`src/rtl/tmag_pkg.sv`:
```
package tmag_pkg;
  typedef enum logic [0:0] {
    ST_IDLE = 1'b0,
    ST_RUN  = 1'b1
  } tmag_state_e;
endpackage

```
`src/rtl/tmag_dim_check.sv`:
```
module tmag_dim_check #(
  parameter int DIM_W   = 12,
  parameter int TH_LOG2 = 3,
  parameter int NB_LOG2 = 2
) (
  input  logic [DIM_W-1:0] rows,
  input  logic [DIM_W-1:0] cols,
  output logic             legal,
  output logic [DIM_W-1:0] n_trow,
  output logic [DIM_W-1:0] n_tcol
);
  localparam logic [DIM_W-1:0] ROW_MASK = DIM_W'((1 << TH_LOG2) - 1);
  localparam logic [DIM_W-1:0] COL_MASK = DIM_W'((1 << NB_LOG2) - 1);

  always_comb begin
    legal  = (rows != '0) && (cols != '0) &&
             ((rows & ROW_MASK) == '0) && ((cols & COL_MASK) == '0);
    n_trow = rows >> TH_LOG2;
    n_tcol = cols >> NB_LOG2;
  end
endmodule

```
`src/rtl/tmag_walker.sv`:
```
module tmag_walker
  import tmag_pkg::*;
#(
  parameter int DIM_W   = 12,
  parameter int TH_LOG2 = 3,
  parameter int NB_LOG2 = 2,
  localparam int KW     = 2 * DIM_W
) (
  input  logic               clk,
  input  logic               rst_n,
  input  logic               start,
  input  logic               legal,
  input  logic [DIM_W-1:0]   n_trow,
  input  logic [DIM_W-1:0]   n_tcol,
  input  logic               out_ready,
  output logic               out_valid,
  output logic               start_ready,
  output logic               accept,
  output logic               done,
  output logic               err,
  output logic [TH_LOG2-1:0] lr,
  output logic [NB_LOG2-1:0] lc,
  output logic [DIM_W-1:0]   tr,
  output logic [DIM_W-1:0]   tc,
  output logic [KW-1:0]      tidx,
  output logic               lr_last
);
  localparam logic [TH_LOG2-1:0] LR_MAX = TH_LOG2'((1 << TH_LOG2) - 1);
  localparam logic [NB_LOG2-1:0] LC_MAX = NB_LOG2'((1 << NB_LOG2) - 1);

  tmag_state_e        state_q, state_d;
  logic [TH_LOG2-1:0] lr_q, lr_d;
  logic [NB_LOG2-1:0] lc_q, lc_d;
  logic [DIM_W-1:0]   tr_q, tr_d, tc_q, tc_d;
  logic [DIM_W-1:0]   ntr_q, ntc_q;
  logic [KW-1:0]      tidx_q, tidx_d;
  logic               done_q, done_d, err_q, err_d;
  logic               cnt_en, lc_last, tr_last, tc_last;

  always_comb begin
    lr_last = (lr_q == LR_MAX);
    lc_last = (lc_q == LC_MAX);
    tr_last = (tr_q == ntr_q - DIM_W'(1));
    tc_last = (tc_q == ntc_q - DIM_W'(1));
    accept  = (state_q == ST_IDLE) && start && legal;
    cnt_en  = accept || ((state_q == ST_RUN) && out_ready);
  end

  always_comb begin
    state_d = state_q;
    lr_d    = lr_q;
    lc_d    = lc_q;
    tr_d    = tr_q;
    tc_d    = tc_q;
    tidx_d  = tidx_q;
    done_d  = 1'b0;
    err_d   = 1'b0;
    unique case (state_q)
      ST_IDLE: begin
        if (start) begin
          if (legal) begin
            state_d = ST_RUN;
            lr_d    = '0;
            lc_d    = '0;
            tr_d    = '0;
            tc_d    = '0;
            tidx_d  = '0;
          end else begin
            err_d = 1'b1;
          end
        end
      end
      ST_RUN: begin
        if (out_ready) begin
          if (!lr_last) begin
            lr_d = lr_q + TH_LOG2'(1);
          end else begin
            lr_d = '0;
            if (!lc_last) begin
              lc_d = lc_q + NB_LOG2'(1);
            end else begin
              lc_d   = '0;
              tidx_d = tidx_q + KW'(1);
              if (!tr_last) begin
                tr_d = tr_q + DIM_W'(1);
              end else begin
                tr_d = '0;
                if (!tc_last) begin
                  tc_d = tc_q + DIM_W'(1);
                end else begin
                  tc_d    = '0;
                  state_d = ST_IDLE;
                  done_d  = 1'b1;
                end
              end
            end
          end
        end
      end
      default: state_d = ST_IDLE;
    endcase
  end

  always_ff @(posedge clk or negedge rst_n) begin
    if (!rst_n) begin
      state_q <= ST_IDLE;
      done_q  <= 1'b0;
      err_q   <= 1'b0;
    end else begin
      state_q <= state_d;
      done_q  <= done_d;
      err_q   <= err_d;
    end
  end

  always_ff @(posedge clk or negedge rst_n) begin
    if (!rst_n) begin
      lr_q   <= '0;
      lc_q   <= '0;
      tr_q   <= '0;
      tc_q   <= '0;
      tidx_q <= '0;
    end else if (cnt_en) begin
      lr_q   <= lr_d;
      lc_q   <= lc_d;
      tr_q   <= tr_d;
      tc_q   <= tc_d;
      tidx_q <= tidx_d;
    end
  end

  always_ff @(posedge clk or negedge rst_n) begin
    if (!rst_n) begin
      ntr_q <= '0;
      ntc_q <= '0;
    end else if (accept) begin
      ntr_q <= n_trow;
      ntc_q <= n_tcol;
    end
  end

  always_comb begin
    out_valid   = (state_q == ST_RUN);
    start_ready = (state_q == ST_IDLE);
    done        = done_q;
    err         = err_q;
    lr          = lr_q;
    lc          = lc_q;
    tr          = tr_q;
    tc          = tc_q;
    tidx        = tidx_q;
  end

  assert_done_idle_R7: assert property (@(posedge clk) disable iff (!rst_n)
    done |-> (!out_valid && start_ready));
  assert_err_quiet_R8: assert property (@(posedge clk) disable iff (!rst_n)
    err |-> !out_valid);
  assert_busy_block_R9: assert property (@(posedge clk) disable iff (!rst_n)
    out_valid |-> !start_ready);
  assert_err_after_reject_R8: assert property (@(posedge clk) disable iff (!rst_n)
    (start_ready && start && !legal) |=> (err && !out_valid));
endmodule

```
`src/rtl/tmag_addr_map.sv`:
```
module tmag_addr_map #(
  parameter int ADDR_W   = 32,
  parameter int DIM_W    = 12,
  parameter int TH_LOG2  = 3,
  parameter int NB_LOG2  = 2,
  parameter int OFF_BITS = 2,
  parameter int CH_BITS  = 1,
  parameter int COL_BITS = 6,
  localparam int KW      = 2 * DIM_W
) (
  input  logic [ADDR_W-1:0]   base,
  input  logic [KW-1:0]       tidx,
  input  logic [TH_LOG2-1:0]  lr,
  input  logic [NB_LOG2-1:0]  lc,
  output logic [ADDR_W-1:0]   addr,
  output logic [CH_BITS-1:0]  chan,
  output logic [NB_LOG2-1:0]  bank
);
  localparam int KX       = KW + TH_LOG2;
  localparam int CH_LSB   = OFF_BITS;
  localparam int COL_LSB  = CH_LSB + CH_BITS;
  localparam int BANK_LSB = COL_LSB + COL_BITS;
  localparam int ROW_LSB  = BANK_LSB + NB_LOG2;
  localparam int LOW_K    = CH_BITS + COL_BITS;

  logic [KX-1:0]       k;
  logic [COL_BITS-1:0] colf;
  logic [KX-1:0]       rowf;
  logic [ADDR_W-1:0]   offs;

  always_comb begin
    k    = {tidx, lr};
    chan = k[CH_BITS-1:0];
    colf = k[CH_BITS +: COL_BITS];
    rowf = k >> LOW_K;
    bank = lc;
    offs = (ADDR_W'(rowf) << ROW_LSB) |
           (ADDR_W'(bank) << BANK_LSB) |
           (ADDR_W'(colf) << COL_LSB) |
           (ADDR_W'(chan) << CH_LSB);
    addr = base + offs;
  end
endmodule

```
`src/rtl/tmag_top.sv`:
```
module tmag_top #(
  parameter int ADDR_W      = 32,
  parameter int DIM_W       = 12,
  parameter int TH_LOG2     = 3,
  parameter int NB_LOG2     = 2,
  parameter int OFF_BITS    = 2,
  parameter int CH_BITS     = 1,
  parameter int COL_BITS    = 6,
  parameter int SYNC_STAGES = 2
) (
  input  logic              clk,
  input  logic              rst_n,
  input  logic              start,
  output logic              start_ready,
  input  logic [DIM_W-1:0]  mat_rows,
  input  logic [DIM_W-1:0]  mat_cols,
  input  logic [ADDR_W-1:0] base_addr,
  output logic              out_valid,
  input  logic              out_ready,
  output logic [ADDR_W-1:0] out_addr,
  output logic [DIM_W-1:0]  out_row,
  output logic [DIM_W-1:0]  out_col,
  output logic              done,
  output logic              err
);
  localparam int KW = 2 * DIM_W;

  logic [SYNC_STAGES-1:0] rst_pipe;
  logic                   rst_sn;

  generate
    for (genvar s = 0; s < SYNC_STAGES; s++) begin : g_rsync
      always_ff @(posedge clk or negedge rst_n) begin
        if (!rst_n) rst_pipe[s] <= 1'b0;
        else if (s == 0) rst_pipe[s] <= 1'b1;
        else rst_pipe[s] <= rst_pipe[(s == 0) ? 0 : s-1];
      end
    end
  endgenerate
  assign rst_sn = rst_pipe[SYNC_STAGES-1];

  logic               legal, accept, lr_last;
  logic [DIM_W-1:0]   n_trow, n_tcol, tr, tc;
  logic [TH_LOG2-1:0] lr;
  logic [NB_LOG2-1:0] lc;
  logic [KW-1:0]      tidx;
  logic [ADDR_W-1:0]  base_q;
  logic [CH_BITS-1:0] chan;
  logic [NB_LOG2-1:0] bank;

  tmag_dim_check #(.DIM_W(DIM_W), .TH_LOG2(TH_LOG2), .NB_LOG2(NB_LOG2)) i_dim (
    .rows(mat_rows), .cols(mat_cols), .legal(legal),
    .n_trow(n_trow), .n_tcol(n_tcol)
  );

  tmag_walker #(.DIM_W(DIM_W), .TH_LOG2(TH_LOG2), .NB_LOG2(NB_LOG2)) i_walk (
    .clk(clk), .rst_n(rst_sn), .start(start), .legal(legal),
    .n_trow(n_trow), .n_tcol(n_tcol), .out_ready(out_ready),
    .out_valid(out_valid), .start_ready(start_ready), .accept(accept),
    .done(done), .err(err), .lr(lr), .lc(lc), .tr(tr), .tc(tc),
    .tidx(tidx), .lr_last(lr_last)
  );

  always_ff @(posedge clk or negedge rst_sn) begin
    if (!rst_sn) base_q <= '0;
    else if (accept) base_q <= base_addr;
  end

  tmag_addr_map #(
    .ADDR_W(ADDR_W), .DIM_W(DIM_W), .TH_LOG2(TH_LOG2), .NB_LOG2(NB_LOG2),
    .OFF_BITS(OFF_BITS), .CH_BITS(CH_BITS), .COL_BITS(COL_BITS)
  ) i_map (
    .base(base_q), .tidx(tidx), .lr(lr), .lc(lc),
    .addr(out_addr), .chan(chan), .bank(bank)
  );

  always_comb begin
    out_row = DIM_W'({tr, lr});
    out_col = DIM_W'({tc, lc});
  end

  assert_hold_R6: assert property (@(posedge clk) disable iff (!rst_sn)
    (out_valid && !out_ready) |=> (out_valid && $stable(out_addr) &&
                                   $stable(out_row) && $stable(out_col)));
  assert_bank_column_R4: assert property (@(posedge clk) disable iff (!rst_sn)
    (out_valid && out_ready && !lr_last) |=> (bank == $past(bank)));
  assert_chan_step_R5: assert property (@(posedge clk) disable iff (!rst_sn)
    (out_valid && out_ready && !lr_last) |=> (chan == $past(chan) + CH_BITS'(1)));
  assert_row_step_R1: assert property (@(posedge clk) disable iff (!rst_sn)
    (out_valid && out_ready && !lr_last) |=>
      (out_row == $past(out_row) + DIM_W'(1) && out_col == $past(out_col)));
endmodule

```
`config.mk`:
```
export PLATFORM = sky130hd
export DESIGN_NAME = tmag_top
export DESIGN_NICKNAME = d
export VERILOG_FILES = /design/src/rtl/tmag_pkg.sv /design/src/rtl/tmag_dim_check.sv /design/src/rtl/tmag_walker.sv /design/src/rtl/tmag_addr_map.sv /design/src/rtl/tmag_top.sv
export SDC_FILE = /design/constraint.sdc
export NUM_CORES = 1
export LEC_CHECK = 0
export BUFFER_PORTS_ARGS = -buffer_cell sky130_fd_sc_hd__buf_2
export CORE_MARGIN = 2
export CORE_UTILIZATION = 45
export CTS_CLUSTER_SIZE = 10
export DETAILED_ROUTE_END_ITERATION = 8
export PLACE_DENSITY = 0.75
export SYNTH_ARGS = -nofsm -noshare
export SYNTH_HDL_FRONTEND = slang
export SYNTH_SLANG_ARGS = --single-unit
```
`constraint.sdc`:
```
create_clock -name clk -period 5.3 [get_ports clk]
set_input_delay 1.06 -clock clk [delete_from_list [all_inputs] [get_ports clk]]
set_output_delay 1.06 -clock clk [all_outputs]
set_load 0.01 [all_outputs]
```
==> impl_metrics.json, run 1 <==
{
  "grt_pass1_vias": 5755,
  "clkSinkCount": 109,
  "cp_data_required_time_ns": 4.24,
  "path_max_fanout": 5,
  "timing.rr.start": "i_walk.out_valid",
  "die_h_um": 130,
  "final_common_cell": "nand2_1",
  "nets": 1025,
  "viasPerCell": 5.36,
  "grt_max_degree": 63,
  "path_class": "flop to output port",
  "end_kind": "output port",
  "synth_xor_area_frac": 0.0846,
  "synth-compound-area-share": 0.148,
  "cts_root_buf": "clkbuf_16",
  "die_w_um": 130,
  "numCtsBuffers": 9,
  "synth-adder-area-share": 0.0676,
  "worstMarginPinSlew_ns": 0.776,
  "syn-cell-area_um2": 7140,
  "cts-resized-gates": 0,
  "final_max_slew_viol_count": 0,
  "crit_arrival_ns": 3.51,
  "port_buffers": 119,
  "synth_cell_types": 67,
  "wl_per_cell_um": 14.2,
  "powerDensity_nw_per_um2": 294,
  "ctsHoldBuffers": 0,
  "r2r-end": "i_walk.tidx[22]",
  "finalSetupTns_ns": 0,
  "reg2reg_depth": 8,
  "die_area_um2": 16900,
  "rsz0062_at_grt": "no",
  "core_um2": 15700,
  "status": "finished, final reports clean",
  "post_cts_buffers": 0,
  "synth_top_family_by_area": "simple AND/OR/NAND/NOR gates",
  "clk_pin_slew_ns": 0.07,
  "syn-num-nets": 943,
  "regToRegSetupSlack_ns": 2.37,
  "syn_inst": 845,
  "track_usage": 0.202,
  "hold_viol": 0,
  "grt_overflow": 0,
  "antenna_found_initial": 1,
  "synth_edf_count": 0,
  "final_cell_mix": "nand2_1 (182), buf_2 (119), dfrtp_1 (108)",
  "hpwl_um": 12200,
  "p_leak_uw": 0.00403,
  "yosysSeqAreaShare": 0.382,
  "finalWirelength_um": 16400,
  "peakVddDrop_mv": 0.204,
  "p_total_uw": 2360,
  "hp-class": "flop to async pin",
  "cts.htree.levels": 3,
  "first_pass_iters": 5,
  "max_freq_mhz": 219,
  "yosys_warnings": 0,
  "cts_tree": "yes",
  "antenna_left": 0,
  "slew_headroom": 0.483,
  "ys_ff_latch": 109,
  "syn_to_final_growth_pct": 12.4,
  "vias": 6159,
  "cts_max_path_buffers": 2,
  "clock_latency_ns": 0.35,
  "fin_crit_ns": 4.57,
  "postSynthAreaPerCell_um2": 8.45,
  "drive_above_1_share": 0.166,
  "gp_routability_congestion": 0.864,
  "maxCapViolCount": 0,
  "min_period_over_period": 0.863,
  "ioPinCount": 120,
  "clock_skew_ns": 0.00833,
  "grt_pass1_wl_um": 27400,
  "setup_viol": 0,
  "synthArstFlopShare": 1.00,
  "yosys.area_share.simple": 0.258,
  "synth_flop_cell": "dfrtp_1",
  "synth.mux.area_fraction": 0.00420,
  "fillCellCount": 1513,
  "drcViolationCount": 0,
  "start_util": 0.455,
  "drtIter0Drc": 240,
  "row_count": 46,
  "cp-start-kind": "flop"
}
## worst max-delay path: stages, from the launching register on
cell      delay, ns
dfrtp_1        0.43
ha_1           0.36
o21ai_0        0.10
o21bai_1       0.21
and4_1         0.23
o21ai_0        0.20
o31ai_1        0.54
a41oi_1        0.33
or4b_1         0.54
nand4_1        0.09
buf_2          0.13
## cells in the mapped netlist (3+ instances only)
| cell | count | share of area |
|---|---|---|
| o211ai_1 | 3 | 0.0032 |
| nand2_1 | 182 | 0.096 |
| nor3_1 | 13 | 0.0091 |
| or4_1 | 3 | 0.0032 |
| nor3b_1 | 5 | 0.0053 |
| or3_1 | 11 | 0.0096 |
| o31ai_1 | 12 | 0.013 |
| a21o_1 | 12 | 0.013 |
| a21oi_1 | 39 | 0.027 |
| a31oi_1 | 4 | 0.0035 |
| o2bb2ai_1 | 4 | 0.0049 |
| or2_2 | 3 | 0.0026 |
| and3_1 | 13 | 0.011 |
| xor2_1 | 30 | 0.037 |
| nand4_1 | 9 | 0.0079 |
| nand3_1 | 37 | 0.026 |
| o21ai_0 | 47 | 0.033 |
| a211oi_1 | 5 | 0.0053 |
| ha_1 | 37 | 0.065 |
| clkbuf_1 | 26 | 0.014 |
| nand2b_1 | 9 | 0.0079 |
| nor2_1 | 61 | 0.032 |
| o21a_1 | 3 | 0.0032 |
| xnor2_1 | 39 | 0.048 |
| inv_1 | 27 | 0.014 |
| mux2i_1 | 3 | 0.0042 |
| nor4_1 | 5 | 0.0044 |
| o21bai_1 | 5 | 0.0053 |
| nand3b_1 | 3 | 0.0032 |
| buf_4 | 26 | 0.027 |
| dfrtp_1 | 109 | 0.38 |
| nor2b_1 | 8 | 0.0070 |
| o41ai_1 | 3 | 0.0037 |
| and4_1 | 6 | 0.0074 |
## per-stage QoR
step / instances / setup slack [ns] / hold WS (ns) / util / instance area [um^2]
6_report: 1149 / 0.728 / 0.336 / 0.511 / 8030
5_1_grt: 1149 / 0.506 / 0.375 / 0.511 / 8030
4_1_cts: 1148 / 0.729 / 0.370 / 0.511 / 8020
3_5_place_dp: 1132 / 1.12 / 0.354 / 0.493 / 7750
3_3_place_gp: 1132 / 1.18 / 0.336 / 0.493 / 7750
2_1_floorplan: 845 / 1.73 / 0.331 / - / 7140
## cell type report
class / instances / area, um^2 / area share
antenna: 1 / 2.50 / 0.000312
clock buffer: 14 / 254 / 0.0316
clock inverter: 2 / 17.5 / 0.00218
inverter: 27 / 101 / 0.0126
multi-input combinational: 656 / 4020 / 0.500
sequential: 109 / 2730 / 0.340
tap: 216 / 270 / 0.0337
timing repair buffer: 124 / 633 / 0.0789
## layer usage
metal  part of all wire  GRT usage  wire [um]  vias to the layer above
met5                  0          0          0                        -
met3              0.043     0.0336        700                       33
met2               0.46      0.320       7470                      149
met1               0.48      0.281       7780                     2887
li1                   -          -          -                     3090
met4              0.025     0.0702        402                        0
## kinds of logic after synthesis
| logic type | count (synthesis) |
|---|---|
| AOI/OAI and AO/OA | 161 |
| xor gates and xnor gates | 69 |
| adders and majority gates | 38 |
| buffers and inverters | 80 |
| DFF | 109 |
| muxes | 3 |
| other | 1 |
| and+or+nand+nor | 384 |
## power by group
part	internal [uW]	switching (uW)	total, uW
sequential	928	113	1040
clock	336	298	633
combinational	303	385	688
## worst max path at each step
stage               depth (start not counted)           start  slack (ns)      endpoint
global placement                           10  i_walk.tidx[0]        1.18  out_addr[31]
global route                               10  i_walk.tidx[0]        0.51  out_addr[31]
floorplan                                   8  i_walk.tidx[3]        1.73  out_addr[31]
detailed placement                         10  i_walk.tidx[0]        1.12  out_addr[31]
CTS                                        10  i_walk.tidx[0]        0.73  out_addr[31]
finish                                     10  i_walk.tidx[0]        0.73  out_addr[31]
## sequential cells by signal (all words and copies together) (netlist names)
| register | flops |
|---|---|
| i_walk.tc | 12 |
| i_walk.err | 1 |
| i_walk.ntc_q | 10 |
| i_walk.tr | 12 |
| i_walk.ntr_q | 9 |
| i_walk.lc | 2 |
| i_walk.out_valid | 1 |
| rst_sn | 1 |
| i_walk.done | 1 |
| base_q | 32 |
| i_walk.tidx | 24 |
| i_walk.lr | 3 |
| rst_pipe | 1 |
Power figures use the tool's default switching activity.
==> inputs of run 2 (changes only) <==
==> constraint.sdc (replaced) <==
create_clock -name clk -period 5.3 [get_ports clk]
set_input_delay 0.265 -clock clk [delete_from_list [all_inputs] [get_ports clk]]
set_output_delay 0.265 -clock clk [all_outputs]
set_load 0.01 [all_outputs]
==> run 2 against run 1 <==
  * Sequential share of layout area is essentially flat
  * Clock-buffer cell count shrank 5
  * Maximum frequency grew 17%
  * Non-clock buffer count shrank 2
  * Combinational power grew 0.6%
  * Critical endpoint unchanged
  * Largest cell class unchanged
  * Largest power group unchanged
  * Highest routed layer unchanged
==> impl_metrics.json, run 2 (same netlist as run 1, synthesis figures left out) <==
{
  "port_buffers": 119,
  "worstMarginPinSlew_ns": 0.814,
  "final_cell_mix": "nand2_1 (182), buf_2 (119), dfrtp_1 (108)",
  "ioPinCount": 120,
  "hold_slack_ns": 0.0936,
  "rsz0062_at_grt": "no",
  "crit_arrival_ns": 3.63,
  "start_util": 0.455,
  "regMostFlops": "base_q",
  "internal_power_uw": 1550,
  "nets": 1023,
  "p_seq_frac": 0.438,
  "track_usage": 0.208,
  "core_um2": 15700,
  "grt_overflow": 0,
  "row_count": 46,
  "cts_max_path_buffers": 2,
  "regArea_um2": 2730,
  "die_area_um2": 16900,
  "hold_viol": 0,
  "clock_latency_ns": 0.35,
  "setup_viol": 0,
  "largest_reg_flops": 32,
  "cts_root_buf": "clkbuf_16",
  "die_w_um": 130,
  "grt_max_degree": 85,
  "combPwrFrac": 0.292,
  "max_freq_mhz": 256,
  "min_period_over_period": 0.736,
  "p_total_uw": 2370,
  "status": "finished, final reports clean",
  "fillCellCount": 1514,
  "vias": 6166,
  "grt_pass1_wl_um": 28000,
  "powerDensity_nw_per_um2": 296,
  "finalSetupTns_ns": 0,
  "clkSinkCount": 109,
  "maxCapViolCount": 0,
  "cts.htree.levels": 3,
  "die_h_um": 130,
  "fin_crit_ns": 3.90,
  "worst_slack_ns": 1.40,
  "path_class": "flop to output port",
  "numCtsBuffers": 9,
  "cp_top_family": "compound AO/OA/AOI/OAI gates",
  "end_kind": "output port",
  "first_pass_iters": 5,
  "path_max_fanout": 5,
  "clkPwrFrac": 0.270,
  "dpl_cell_area_um2": 7730,
  "drive_above_1_share": 0.168,
  "final_common_cell": "nand2_1",
  "clk_pin_slew_ns": 0.07,
  "clock_skew_ns": 0.00747,
  "antenna_left": 0,
  "viasPerCell": 5.38,
  "grt_pass1_vias": 5787,
  "power.share.switching": 0.347,
  "post_cts_buffers": 0,
  "path_cells": "ha_1, o21ai_0, o21bai_1, and4_1, o21ai_0, o31ai_1, a41oi_1, or4b_1, nand4_1, buf_2",
  "drcViolationCount": 0,
  "cp_slowest_cell": "o31ai_1",
  "drtIter0Drc": 420,
  "cp_data_required_time_ns": 5.04,
  "finalWirelength_um": 16800,
  "cp-start-kind": "flop",
  "gp_routability_congestion": 0.868,
  "critical_path.n_buffers_inverters": 1,
  "final_area_um2": 8020,
  "peakVddDrop_mv": 0.173,
  "wl_per_cell_um": 14.7,
  "p_leak_uw": 0.00402,
  "place_ws_ns": 1.87,
  "cpMostUsedCell": "o21ai_0",
  "hpwl_um": 12400,
  "syn_to_final_growth_pct": 12.2,
  "cts_tree": "yes",
  "final_max_slew_viol_count": 0,
  "switchingPower_uw": 822,
  "antenna_cells": 0,
  "cpPeakStageDelay_ns": 0.63,
  "antenna_found_initial": 0,
  "multi_input_area_um2": 4020,
  "hp-class": "input pin to flop",
  "slew_headroom": 0.458
}
-- run 2: cell types whose count changed in the layout (fill, tap and decap cells not counted) --
cell / delta
clkbuf_1: -4
buf_4: -3
clkinvlp_4: +3
clkinv_2: +2
clkbuf_8: -1
diode_2: -1
dlygate4sd3_1: +1
-- run 2: path summary, 6_finish.rpt --
check                                 from            to  slack, ns  depth (start not counted)
max reg2reg                i_walk.ntr_q[3]  i_walk.tc[9]       1.90                          8
min in group asynchronous            rst_n        rst_sn       0.22                          2
max in group asynchronous           rst_sn    base_q[31]       3.79                          1
min reg2reg                    rst_pipe[0]        rst_sn       0.36                          0
max                         i_walk.tidx[0]  out_addr[31]       1.40                         10
min                           base_addr[7]     base_q[7]       0.09                          3
-- run 2: per-layer routing --
metal	up-vias	GRT usage	share of wire
met1	2909	0.283	0.45
met2	147	0.339	0.48
met4	0	0.0677	0.021
met3	30	0.0369	0.042
met5	-	0	0
li1	3080	-	-
-- run 2: what timing repair did --
item,4_1_cts,5_1_grt
resized for setup,0,0
hold endpoints to repair,2,0
hold buffers,1,0
-- run 2: layout make-up --
cell class                      instances  share of cell area
Clock buffer                            9              0.0281
Sequential cell                       109               0.341
Inverter                               27              0.0126
Multi-Input combinational cell        656               0.501
Tap cell                              216              0.0337
Clock inverter                          7             0.00624
Timing Repair Buffer                  122              0.0774
-- run 2: power by group through the flow --
stage | clock network (uW) | registers, uW | logic (uW)
after floorplan | 0 | 1030 | 502
after global placement | 0 | 1050 | 676
after detailed placement | 0 | 1060 | 690
after CTS | 658 | 1040 | 698
after global routing | 692 | 1060 | 784
final | 640 | 1040 | 692
-- run 2: worst min-delay path, cell delays in order --
cell,delay (ns)
buf_2,0.07
nand2_1,0.04
nand2_1,0.04
-- run 2: metrics by stage --
stage,utilization,std cells
after floorplan,-,845
after global placement,0.492,1129
after detailed placement,0.492,1129
after CTS,0.510,1146
after global routing,0.510,1146
final,0.510,1146
==> inputs of run 3 (changes only) <==
--- a/config.mk
+++ b/config.mk
@@ -10,7 +10,7 @@
 export CORE_UTILIZATION = 45
 export CTS_CLUSTER_SIZE = 10
 export DETAILED_ROUTE_END_ITERATION = 8
-export PLACE_DENSITY = 0.75
+export PLACE_DENSITY = 0.78
 export SYNTH_ARGS = -nofsm -noshare
 export SYNTH_HDL_FRONTEND = slang
 export SYNTH_SLANG_ARGS = --single-unit
==> constraint.sdc (replaced) <==
create_clock -name clk -period 3.4 [get_ports clk]
set_input_delay 0.17 -clock clk [delete_from_list [all_inputs] [get_ports clk]]
set_output_delay 0.17 -clock clk [all_outputs]
set_load 0.01 [all_outputs]
==> run 3 against run 2 <==
  * The run now ends with setup timing left
  * Critical path type unchanged
  * Largest cell class unchanged
  * Combinational power increased by 73%
  * Die area unchanged
  * Critical path depth increased by 2
==> impl_metrics.json, run 3 (same netlist as run 1, synthesis figures left out) <==
{
  "viasPerCell": 5.38,
  "critical_path.n_buffers_inverters": 2,
  "finalWirelength_um": 17800,
  "die_w_um": 130,
  "port_buffers": 119,
  "largest_reg_flops": 32,
  "setup_viol": 1,
  "ioPinCount": 120,
  "die_area_um2": 16900,
  "cts_root_buf": "clkbuf_16",
  "grt_max_degree": 71,
  "p_leak_uw": 0.00420,
  "peakVddDrop_mv": 0.291,
  "stdcell_count": 1180,
  "busiest_layer": "met2",
  "gp_routability_congestion": 0.838,
  "grt_pass1_wl_um": 29000,
  "maxCapViolCount": 0,
  "cp_top_family": "compound AO/OA/AOI/OAI gates",
  "crit_arrival_ns": 3.23,
  "cts.htree.levels": 3,
  "hold_viol": 0,
  "cp_slowest_cell": "or4b_4",
  "p_total_uw": 3920,
  "track_usage": 0.213,
  "syn_to_final_growth_pct": 18.9,
  "hpwl_um": 12400,
  "path_class": "flop to output port",
  "min_period_over_period": 1.00,
  "timing.rr.start": "i_walk.ntr_q[0]",
  "antenna_left": 0,
  "cpPeakStageDelay_ns": 0.54,
  "rsz0062_at_grt": "yes",
  "cp_data_required_time_ns": 3.23,
  "cp-start-kind": "flop",
  "startpoint": "i_walk.lr[0]",
  "fillCellCount": 1426,
  "violations": "setup timing",
  "cts_tree": "yes",
  "grtUsageMet3": 0.0365,
  "final_cell_mix": "nand2_1 (182), buf_2 (119), dfrtp_1 (108)",
  "cts_max_path_buffers": 2,
  "dp_cells": 1138,
  "final_util": 0.540,
  "path_cells": "ha_4, inv_4, fa_2, nor2b_2, o2111ai_2, a21oi_2, a32oi_2, a31oi_2, o41ai_2, or4b_4, o311ai_4, buf_2",
  "clock_latency_ns": 0.36,
  "place_ws_ns": 0.180,
  "clkSinkCount": 109,
  "worstMarginPinSlew_ns": 0.890,
  "powerDensity_nw_per_um2": 462,
  "antenna_found_initial": 4,
  "hp-class": "input pin to flop",
  "max_freq_mhz": 294,
  "grt_pass1_vias": 6074,
  "fin_crit_ns": 3.40,
  "grt_overflow": 0,
  "multi_input_area_um2": 4180,
  "clock_skew_ns": 0.00823,
  "gr-usage-met1": 0.284,
  "row_count": 46,
  "drive_above_1_share": 0.198,
  "nets": 1054,
  "drcViolationCount": 0,
  "hp-start": "base_addr[30]",
  "numCtsBuffers": 9,
  "drtIter0Drc": 445,
  "start_util": 0.455,
  "vias": 6347,
  "final_max_slew_viol_count": 0,
  "final_common_cell": "nand2_1",
  "regArea_um2": 2730,
  "slew_headroom": 0.407,
  "path_max_fanout": 3,
  "grt_util_met2": 0.351,
  "first_pass_iters": 5,
  "core_um2": 15700,
  "end_kind": "output port",
  "die_h_um": 130,
  "status": "finished with violations",
  "wl_per_cell_um": 15.0,
  "regMostFlops": "base_q",
  "clk_pin_slew_ns": 0.07,
  "worst_slack_ns": -0.00409
}
==> run 3: cell types whose count changed in the layout (fill, tap and decap cells not counted), moves of 3 or more <==
cell,before,now
ha_1,37,31
buf_4,2,17
dlygate4sd3_1,1,17
ha_4,0,6
diode_2,0,4
clkinvlp_4,3,0
==> run 3: per-stage QoR <==
step                hold slack, ns  cell area [um^2]  TNS (ns)
global route               0.00759              8490    -0.109
detailed placement         -0.0418              7800         0
CTS                       0.000254              8320         0
finish                     0.00501              8490  -0.00409
global placement           -0.0449              7800         0
floorplan                   -0.126              7140         0
==> run 3: power by group <==
part	switching [uW]	internal, uW	leakage, uW	total [uW]
Sequential	183	1450	0.00144	1630
Clock	485	610	0.000149	1090
Combinational	648	553	0.00260	1200
==> run 3: timing repair <==
item,4_1_cts,5_1_grt
pin swaps,2,8
hold buffers,17,0
endpoints found under the setup margin,4,7
gates cloned,0,0
buffers inserted,1,5
hold endpoints to repair,18,0
resized for setup,12,16
==> run 3: path summary, 6_finish.rpt <==
path / cells past startpoint / slack [ns] / endpoint
worst max-delay path: 12 / -0.004 / out_addr[28]
max in group asynchronous: 1 / 2.11 / base_q[25]
worst min register to register: 0 / 0.35 / rst_sn
worst min-delay path: 3 / 0.005 / base_q[30]
worst max register to register: 10 / 0.53 / i_walk.tc[7]
min in group asynchronous: 2 / 0.13 / rst_sn
==> run 3: area by class of cell <==
class	count	share of cell area
clock buffers	12	0.0302
clock inverters	3	0.00516
inverters	27	0.0122
multi-input cells	656	0.493
diodes	4	0.00118
well taps	216	0.0318
repair buffers	153	0.105
flip-flops and latches	109	0.322
==> run 3: worst min-delay path, delay by kind of cell <==
family / cells / cell delay [ns]
buffers and inverters: 1 / 0.07
AND/OR/NAND/NOR: 2 / 0.09
==> run 3: layer usage <==
| metal | wire (um) | share of wire |
|---|---|---|
| met1 | 8070 | 0.45 |
| met2 | 8540 | 0.48 |
| met3 | 838 | 0.047 |
| met4 | 303 | 0.017 |
| met5 | 0 | 0 |
